[config.mk]
export PLATFORM = sky130hd
export DESIGN_NAME = pkt_tstamp_capture
export DESIGN_NICKNAME = d
export VERILOG_FILES = /design/src/rtl/ts_cap_pkg.sv /design/src/rtl/ts_capture_unit.sv /design/src/rtl/ts_irq_ctrl.sv /design/src/rtl/pkt_tstamp_capture.sv
export SDC_FILE = /design/constraint.sdc
export NUM_CORES = 1
export LEC_CHECK = 0
export ABC_CLOCK_PERIOD_IN_PS = 2200
export CAP_MARGIN = 20
export CORE_ASPECT_RATIO = 1.5
export CORE_MARGIN = 4
export CORE_UTILIZATION = 51
export DETAILED_ROUTE_END_ITERATION = 7
export PLACE_DENSITY = 0.77
export SLEW_MARGIN = 20
export SYNTH_ARGS = -nofsm -noshare
export SYNTH_HDL_FRONTEND = slang
export SYNTH_SLANG_ARGS = --single-unit
[constraint.sdc]
create_clock -name clk -period 2.2 [get_ports clk]
set_input_delay 0.44 -clock clk [delete_from_list [all_inputs] [get_ports clk]]
set_output_delay 0.44 -clock clk [all_outputs]
set_load 0.01 [all_outputs]
[src/rtl/ts_cap_pkg.sv]
// Package: register addresses and control-word field positions shared by
// the capture block and its submodules. Assumes a 3-bit word address.
package ts_cap_pkg;
    localparam int ADDR_W      = 3;
    localparam int NUM_UNITS   = 2;
    localparam int REGS_PER_U  = 3;
    localparam int CTRL_EN_BIT = 0;
    localparam int CTRL_VL_BIT = 1;
    localparam int CTRL_MS_LSB = 8;
    localparam logic [ADDR_W-1:0] ADDR_CAUSE = 3'd6;
    localparam logic [ADDR_W-1:0] ADDR_MASK  = 3'd7;
endpackage

[src/rtl/ts_capture_unit.sv]
// Capture unit: holds one timestamp taken on a qualified event strobe.
// Assumes the event strobe is one cycle per packet. It refuses events while
// disabled or while a value is held. A high-word read releases the held value.
module ts_capture_unit #(
    parameter int TIME_W = 64,
    parameter int CNT_W  = 8
) (
    input  logic              clk,
    input  logic              rst_n,
    input  logic              evt_i,
    input  logic              qual_i,
    input  logic [TIME_W-1:0] time_i,
    input  logic              en_wr_i,
    input  logic              en_wdata_i,
    input  logic              hi_rd_i,
    output logic              en_o,
    output logic              valid_o,
    output logic [TIME_W-1:0] stamp_o,
    output logic [CNT_W-1:0]  missed_o,
    output logic              cap_o
);
    localparam logic [CNT_W-1:0] CNT_MAX = '1;

    logic              en_q;
    logic              valid_q;
    logic [TIME_W-1:0] stamp_q;
    logic [CNT_W-1:0]  missed_q;
    logic              take;
    logic              cap;
    logic              drop;

    // Classify the incoming strobe as a capture or a refused event.
    always_comb begin
        take = evt_i & qual_i;
        cap  = take & en_q & ~valid_q;
        drop = take & ~cap;
    end

    // Enable bit, valid flag and stored time value.
    always_ff @(posedge clk) begin
        if (!rst_n) begin
            en_q    <= 1'b0;
            valid_q <= 1'b0;
            stamp_q <= '0;
        end else begin
            if (en_wr_i) en_q <= en_wdata_i;
            if (cap) begin
                valid_q <= 1'b1;
                stamp_q <= time_i;
            end else if (hi_rd_i) begin
                valid_q <= 1'b0;
            end
        end
    end

    // Saturating count of refused qualified events.
    always_ff @(posedge clk) begin
        if (!rst_n)                          missed_q <= '0;
        else if (drop && missed_q != CNT_MAX) missed_q <= missed_q + 1'b1;
    end

    assign en_o     = en_q;
    assign valid_o  = valid_q;
    assign stamp_o  = stamp_q;
    assign missed_o = missed_q;
    assign cap_o    = cap;

    AST_CAPTURE_SAMPLES_TIME: assert property (@(posedge clk) disable iff (!rst_n)
        (evt_i && qual_i && en_q && !valid_q) |=> (valid_q && stamp_q == $past(time_i)));
    AST_STAMP_FROZEN: assert property (@(posedge clk) disable iff (!rst_n)
        valid_q |=> $stable(stamp_q));
    AST_VALID_STICKY: assert property (@(posedge clk) disable iff (!rst_n)
        (valid_q && !hi_rd_i) |=> valid_q);
    AST_DISABLED_NO_CAPTURE: assert property (@(posedge clk) disable iff (!rst_n)
        (!en_q && !valid_q) |=> !valid_q);
    AST_MISS_SATURATES: assert property (@(posedge clk) disable iff (!rst_n)
        (missed_q == CNT_MAX) |=> (missed_q == CNT_MAX));
endmodule

[src/rtl/ts_irq_ctrl.sv]
// Interrupt control: one sticky cause bit per unit, set by a capture pulse,
// write-1-to-clear, and gated by a mask register. A set beats a clear that
// arrives in the same cycle.
module ts_irq_ctrl #(
    parameter int N = 2
) (
    input  logic         clk,
    input  logic         rst_n,
    input  logic [N-1:0] cap_i,
    input  logic         cause_wr_i,
    input  logic         mask_wr_i,
    input  logic [N-1:0] wdata_i,
    output logic [N-1:0] cause_o,
    output logic [N-1:0] mask_o,
    output logic         irq_o
);
    logic [N-1:0] cause_q;
    logic [N-1:0] mask_q;

    for (genvar i = 0; i < N; i++) begin : g_cause
        // Sticky cause bit with write-1-to-clear.
        always_ff @(posedge clk) begin
            if (!rst_n)                         cause_q[i] <= 1'b0;
            else if (cap_i[i])                  cause_q[i] <= 1'b1;
            else if (cause_wr_i && wdata_i[i])  cause_q[i] <= 1'b0;
        end

        AST_CAUSE_NEEDS_CAPTURE: assert property (@(posedge clk) disable iff (!rst_n)
            (!cause_q[i] && !cap_i[i]) |=> !cause_q[i]);
    end

    // Mask register.
    always_ff @(posedge clk) begin
        if (!rst_n)         mask_q <= '0;
        else if (mask_wr_i) mask_q <= wdata_i;
    end

    assign cause_o = cause_q;
    assign mask_o  = mask_q;
    assign irq_o   = |(cause_q & mask_q);
endmodule

[src/rtl/pkt_tstamp_capture.sv]
// Top: a transmit and a receive capture unit, an interrupt controller, and
// the register decode. Reads are combinational. Side effects of a read (high
// word releases the unit) and of a write take effect at the clock edge.
// Assumes TIME_W is twice WORD_W and that the counter fits in the control word.
module pkt_tstamp_capture
    import ts_cap_pkg::*;
#(
    parameter int TIME_W = 64,
    parameter int WORD_W = 32,
    parameter int CNT_W  = 8
) (
    input  logic              clk,
    input  logic              rst_n,
    input  logic              tx_evt,
    input  logic              tx_qual,
    input  logic              rx_evt,
    input  logic              rx_qual,
    input  logic [TIME_W-1:0] time_now,
    input  logic              reg_wr_en,
    input  logic              reg_rd_en,
    input  logic [ADDR_W-1:0] reg_addr,
    input  logic [WORD_W-1:0] reg_wdata,
    output logic [WORD_W-1:0] reg_rdata,
    output logic              irq
);
    localparam int NU = NUM_UNITS;

    logic [NU-1:0]             evt_v;
    logic [NU-1:0]             qual_v;
    logic [NU-1:0]             u_en;
    logic [NU-1:0]             u_valid;
    logic [NU-1:0]             u_cap;
    logic [NU-1:0][TIME_W-1:0] u_stamp;
    logic [NU-1:0][CNT_W-1:0]  u_miss;
    logic [NU-1:0]             cause;
    logic [NU-1:0]             mask;
    logic                      unused_wdata;

    assign evt_v        = {rx_evt, tx_evt};
    assign qual_v       = {rx_qual, tx_qual};
    assign unused_wdata = ^reg_wdata[WORD_W-1:NU];

    for (genvar u = 0; u < NU; u++) begin : g_unit
        localparam logic [ADDR_W-1:0] A_CTRL = ADDR_W'(REGS_PER_U * u);
        localparam logic [ADDR_W-1:0] A_HI   = ADDR_W'(REGS_PER_U * u + 2);

        ts_capture_unit #(.TIME_W(TIME_W), .CNT_W(CNT_W)) unit_i (
            .clk        (clk),
            .rst_n      (rst_n),
            .evt_i      (evt_v[u]),
            .qual_i     (qual_v[u]),
            .time_i     (time_now),
            .en_wr_i    (reg_wr_en && reg_addr == A_CTRL),
            .en_wdata_i (reg_wdata[CTRL_EN_BIT]),
            .hi_rd_i    (reg_rd_en && reg_addr == A_HI),
            .en_o       (u_en[u]),
            .valid_o    (u_valid[u]),
            .stamp_o    (u_stamp[u]),
            .missed_o   (u_miss[u]),
            .cap_o      (u_cap[u])
        );
    end

    ts_irq_ctrl #(.N(NU)) irq_i (
        .clk        (clk),
        .rst_n      (rst_n),
        .cap_i      (u_cap),
        .cause_wr_i (reg_wr_en && reg_addr == ADDR_CAUSE),
        .mask_wr_i  (reg_wr_en && reg_addr == ADDR_MASK),
        .wdata_i    (reg_wdata[NU-1:0]),
        .cause_o    (cause),
        .mask_o     (mask),
        .irq_o      (irq)
    );

    // Read data select over unit registers, cause and mask.
    always_comb begin
        reg_rdata = '0;
        for (int u = 0; u < NU; u++) begin
            if (reg_addr == ADDR_W'(REGS_PER_U * u)) begin
                reg_rdata[CTRL_EN_BIT]            = u_en[u];
                reg_rdata[CTRL_VL_BIT]            = u_valid[u];
                reg_rdata[CTRL_MS_LSB +: CNT_W]   = u_miss[u];
            end
            if (reg_addr == ADDR_W'(REGS_PER_U * u + 1))
                reg_rdata = u_stamp[u][WORD_W-1:0];
            if (reg_addr == ADDR_W'(REGS_PER_U * u + 2))
                reg_rdata = u_stamp[u][TIME_W-1:WORD_W];
        end
        if (reg_addr == ADDR_CAUSE) reg_rdata[NU-1:0] = cause;
        if (reg_addr == ADDR_MASK)  reg_rdata[NU-1:0] = mask;
    end

    AST_IRQ_NEEDS_MASK: assert property (@(posedge clk) disable iff (!rst_n)
        (mask == '0) |-> !irq);
endmodule

==> summary.txt <==
Synth
  • Post-synth top area share: 45.1%
  • Largest family of logic cells by synthesized area: simple AND/OR/NAND/NOR gates
  • Synthesized area per cell: 7.49 µm²
  • Largest cells by area after synthesis: dfxtp_1, nand2_1, a21oi_1, nor2_1, mux2i_1
  • Async SR Flop Fraction: 0%
  • Post-Synthesis Cells: 901
  • Synth Area in Adders: 0.371%
  • Post-synthesis mux area share: 5.50%
  • Sequential-to-total area share from yosys stat: 45.1%
  • Netlist cell types: 40
  • Mapped Area: 6750 µm²
  • Number of flops mapped to enable cells by yosys: 0
  • Flops & latches, synth: 152
  • Total nets after synthesis: 1,010
  • Post-synth top area cell: dfxtp_1
  • Post-Synth Simple-Gate Area: 23.0%
  • Synth Flop Type: dfxtp_1
  • Synth Warn #: 0
  • XOR/XNOR share of the synthesized area: 0.259%
  • Post-synthesis compound-gate area fraction: 20.4%

Clocking
  • Longest Clk Path Bufs: 2
  • CTS tree: yes
  • Root buf cell: clkbuf_16
  • H-tree levels: 4
  • Clock transition at path regs: 0.06 ns
  • Worst-Skew Late Latency: 0.42 ns
  • Post-CTS Hold Fix Bufs: 0
  • Clock buffer count from CTS: 17
  • Clock Sinks: 152

GRT
  • Global-route wire length before repair: 30,100 µm
  • Total track usage: 25.3%
  • Vias in the first global route: 6,242
  • Largest net degree at the start of global routing: 99
  • Initial antenna violation count: 0
  • GR Overflow Total: 0

Floorplan
  • Site row count: 51
  • Die footprint: 15,200 µm²
  • Initial core utilization: 52.1%
  • Die Width: 102 µm
  • Core area: 13,000 µm²
  • Die Ht: 149 µm
  • IO Count: 140

Placed design
  • Inst Count DP: 1,143
  • Detailed placer's ending HPWL: 12,100 µm
  • IO Port Bufs: 109
  • Final RePlAce weighted congestion: 0.810

Timing
  • Final Skew: 0.00862 ns
  • Hold Worst Slack: 0.448 ns
  • Hold Violations, Final: 0
  • Fmax: 455 MHz
  • Fin crit share: 99.9%
  • Fin Setup TNS: 0 ns
  • Clock period minus worst slack: 2.20 ns
  • # setup viols final: 0
  • Slew Limit Headroom: 70.3%
  • Worst Tran Pin Value: 0.446 ns
  • RSZ-0062 raised after global routing: true
  • Final Max Tran Viols: 0

Worst setup path
  • Max stage delay on crit path: 0.31 ns
  • Crit path capture type: output pin
  • Max stage delay cell, worst path: nand2b_1
  • R2R Path End: g_unit[0].unit_i.missed_o[5]$_SDFFE_PN0P_
  • Setup crit start kind: input port
  • Critical path class: in2out
  • Required time of the critical path: 1.76 ns
  • Worst Setup SP: reg_addr[1]
  • Critical path's top delay family: compound AO/OA/AOI/OAI gates
  • Worst Reg-to-Reg Cells: 5
  • Bufs and invs on worst path: 2
  • CP endpoint: reg_rdata[15]
  • WP data arrival: 1.76 ns
  • WP depth: 6
  • Cell Chain, Critical Path: buf_2, nand2b_1, o221ai_1, o21a_1, a21oi_1, dlygate4sd2_1
  • Reg2Reg Setup Slack: 0.48 ns
  • Critical R2R Launch: g_unit[0].unit_i.missed_o[0]$_SDFFE_PN0P_
  • Worst-path fanout max: 7

Hold path
  • HP Class: reg2reg
  • Worst Min Path Start: g_unit[1].unit_i.stamp_o[12]$_SDFFE_PN0P_

Routing
  • Detail Route Antenna Nets: 0
  • Via-to-Cell Ratio: 5.61
  • Pre-Repair DR Iteration Count: 6
  • WL final: 19,100 µm
  • Via Count: 6,609
  • Routed len/inst: 16.3 µm
  • Drc violations: 0
  • Iteration-0 DRC Markers: 477

Cells and area
  • Area grow syn2layout: 31.0%
  • Antenna fix cells: 0
  • Layout cells sized above 1: 12.5%
  • Non-filler cells, final: 1,178
  • Most common cell after layout, fill and taps aside: nand2_1
  • Final net count: 1,115
  • Most frequent cells in the layout: nand2_1, a21oi_1, dfxtp_1
  • Final core occ: 68.3%

Power
  • Tot Pwr: 6.52 mW
  • Leakage Power: 3.16 nW
  • Pwr Density: 737 nW/µm²
  • Max VDD drop: 0.586 mV

Status
  • Outcome: completed

Run
  • Max-cap violations: 0
==> cell type report <==
class	instances	area, µm²
inverter	8	32.5
fill	1094	4110
timing repair buffer	155	1520
tap	159	199
clock inverter	11	196
multi-input combinational	672	3400
clock buffer	21	450
sequential	152	3050
==> worst min path at each step <==
stage / endpoint / slack [ns] / cells after the start
floorplan: g_unit[1].unit_i.stamp_o[12]$_SDFFE_PN0P_ / 0.43 / 2
global placement: g_unit[0].unit_i.stamp_o[5]$_SDFFE_PN0P_ / 0.44 / 2
detailed placement: g_unit[1].unit_i.stamp_o[12]$_SDFFE_PN0P_ / 0.44 / 2
CTS: g_unit[1].unit_i.stamp_o[12]$_SDFFE_PN0P_ / 0.45 / 2
global route: g_unit[1].unit_i.stamp_o[54]$_SDFFE_PN0P_ / 0.47 / 2
finish: g_unit[1].unit_i.stamp_o[12]$_SDFFE_PN0P_ / 0.45 / 2
==> synth_stat cells, types with 2 or more instances <==
cell type,instances
nand4_1,3
inv_1,7
buf_6,2
or3_1,5
buf_1,2
o21ai_0,32
ha_1,2
nor2b_1,3
mux2_2,6
o21a_1,5
or4_1,6
nor2_1,58
mux4_2,3
clkbuf_1,27
o22ai_1,6
nand4_2,2
nand2b_1,4
mux2i_1,21
nand3_1,12
xor2_1,2
o31ai_1,7
buf_2,33
o221ai_1,5
nand2_1,284
a21oi_1,191
buf_4,5
a221oi_1,4
dfxtp_1,152
==> sequential cells by signal, summed over array words and instances, names as in the netlist <==
name	flops
irq_i.mask_o	2
g_unit.unit_i.missed_o	16
g_unit.unit_i.en_o	2
g_unit.unit_i.stamp_o	128
g_unit.unit_i.valid_o	2
irq_i.cause_o	2
==> routing by layer <==
metal | vias to the layer above | wire length (µm) | global-route usage (%)
met5 | - | 0 | 0
li1 | 3248 | - | -
met3 | 40 | 1140 | 4.68
met2 | 229 | 10200 | 45.2
met4 | 0 | 531 | 10.3
met1 | 3092 | 7290 | 29.2
==> metrics by stage <==
stage / instance area [µm²] / setup slack, ns
after global routing: 8850 / -0.0814
after floorplan: 6750 / 0.285
after CTS: 8890 / 0.0269
after global placement: 8180 / -0.357
after detailed placement: 8180 / -0.352
final: 8850 / 0.00228
==> cells by family after synthesis <==
logic type,after synthesis
compound gates,254
xor+xnor,2
fa+ha+maj,2
buf+inv,77
flops,152
mux,31
simple gates,383
==> worst register-to-register path, delay by kind of cell, from the launching register on <==
family	cells	cell delay, ns
and+or+nand+nor	2	0.67
AOI/OAI and AO/OA	2	0.39
DFF	1	0.35
adders and majority gates	1	0.25
==> power breakdown <==
part | switching [mW] | internal [mW]
sequential | 0.0141 | 2.77
clock | 1.13 | 2.05
combinational | 0.284 | 0.278
total | 1.42 | 5.09
==> timing repair <==
| item | in CTS | in global routing |
|---|---|---|
| endpoints found under the setup margin | 32 | 24 |
| gates cloned | 1 | 0 |
| endpoints found under the hold margin | 0 | 0 |
| pin swaps | 4 | 5 |
| resized for setup | 75 | 28 |
| setup buffers | 2 | 0 |
Note: power is estimated with default switching activity, not from simulation.
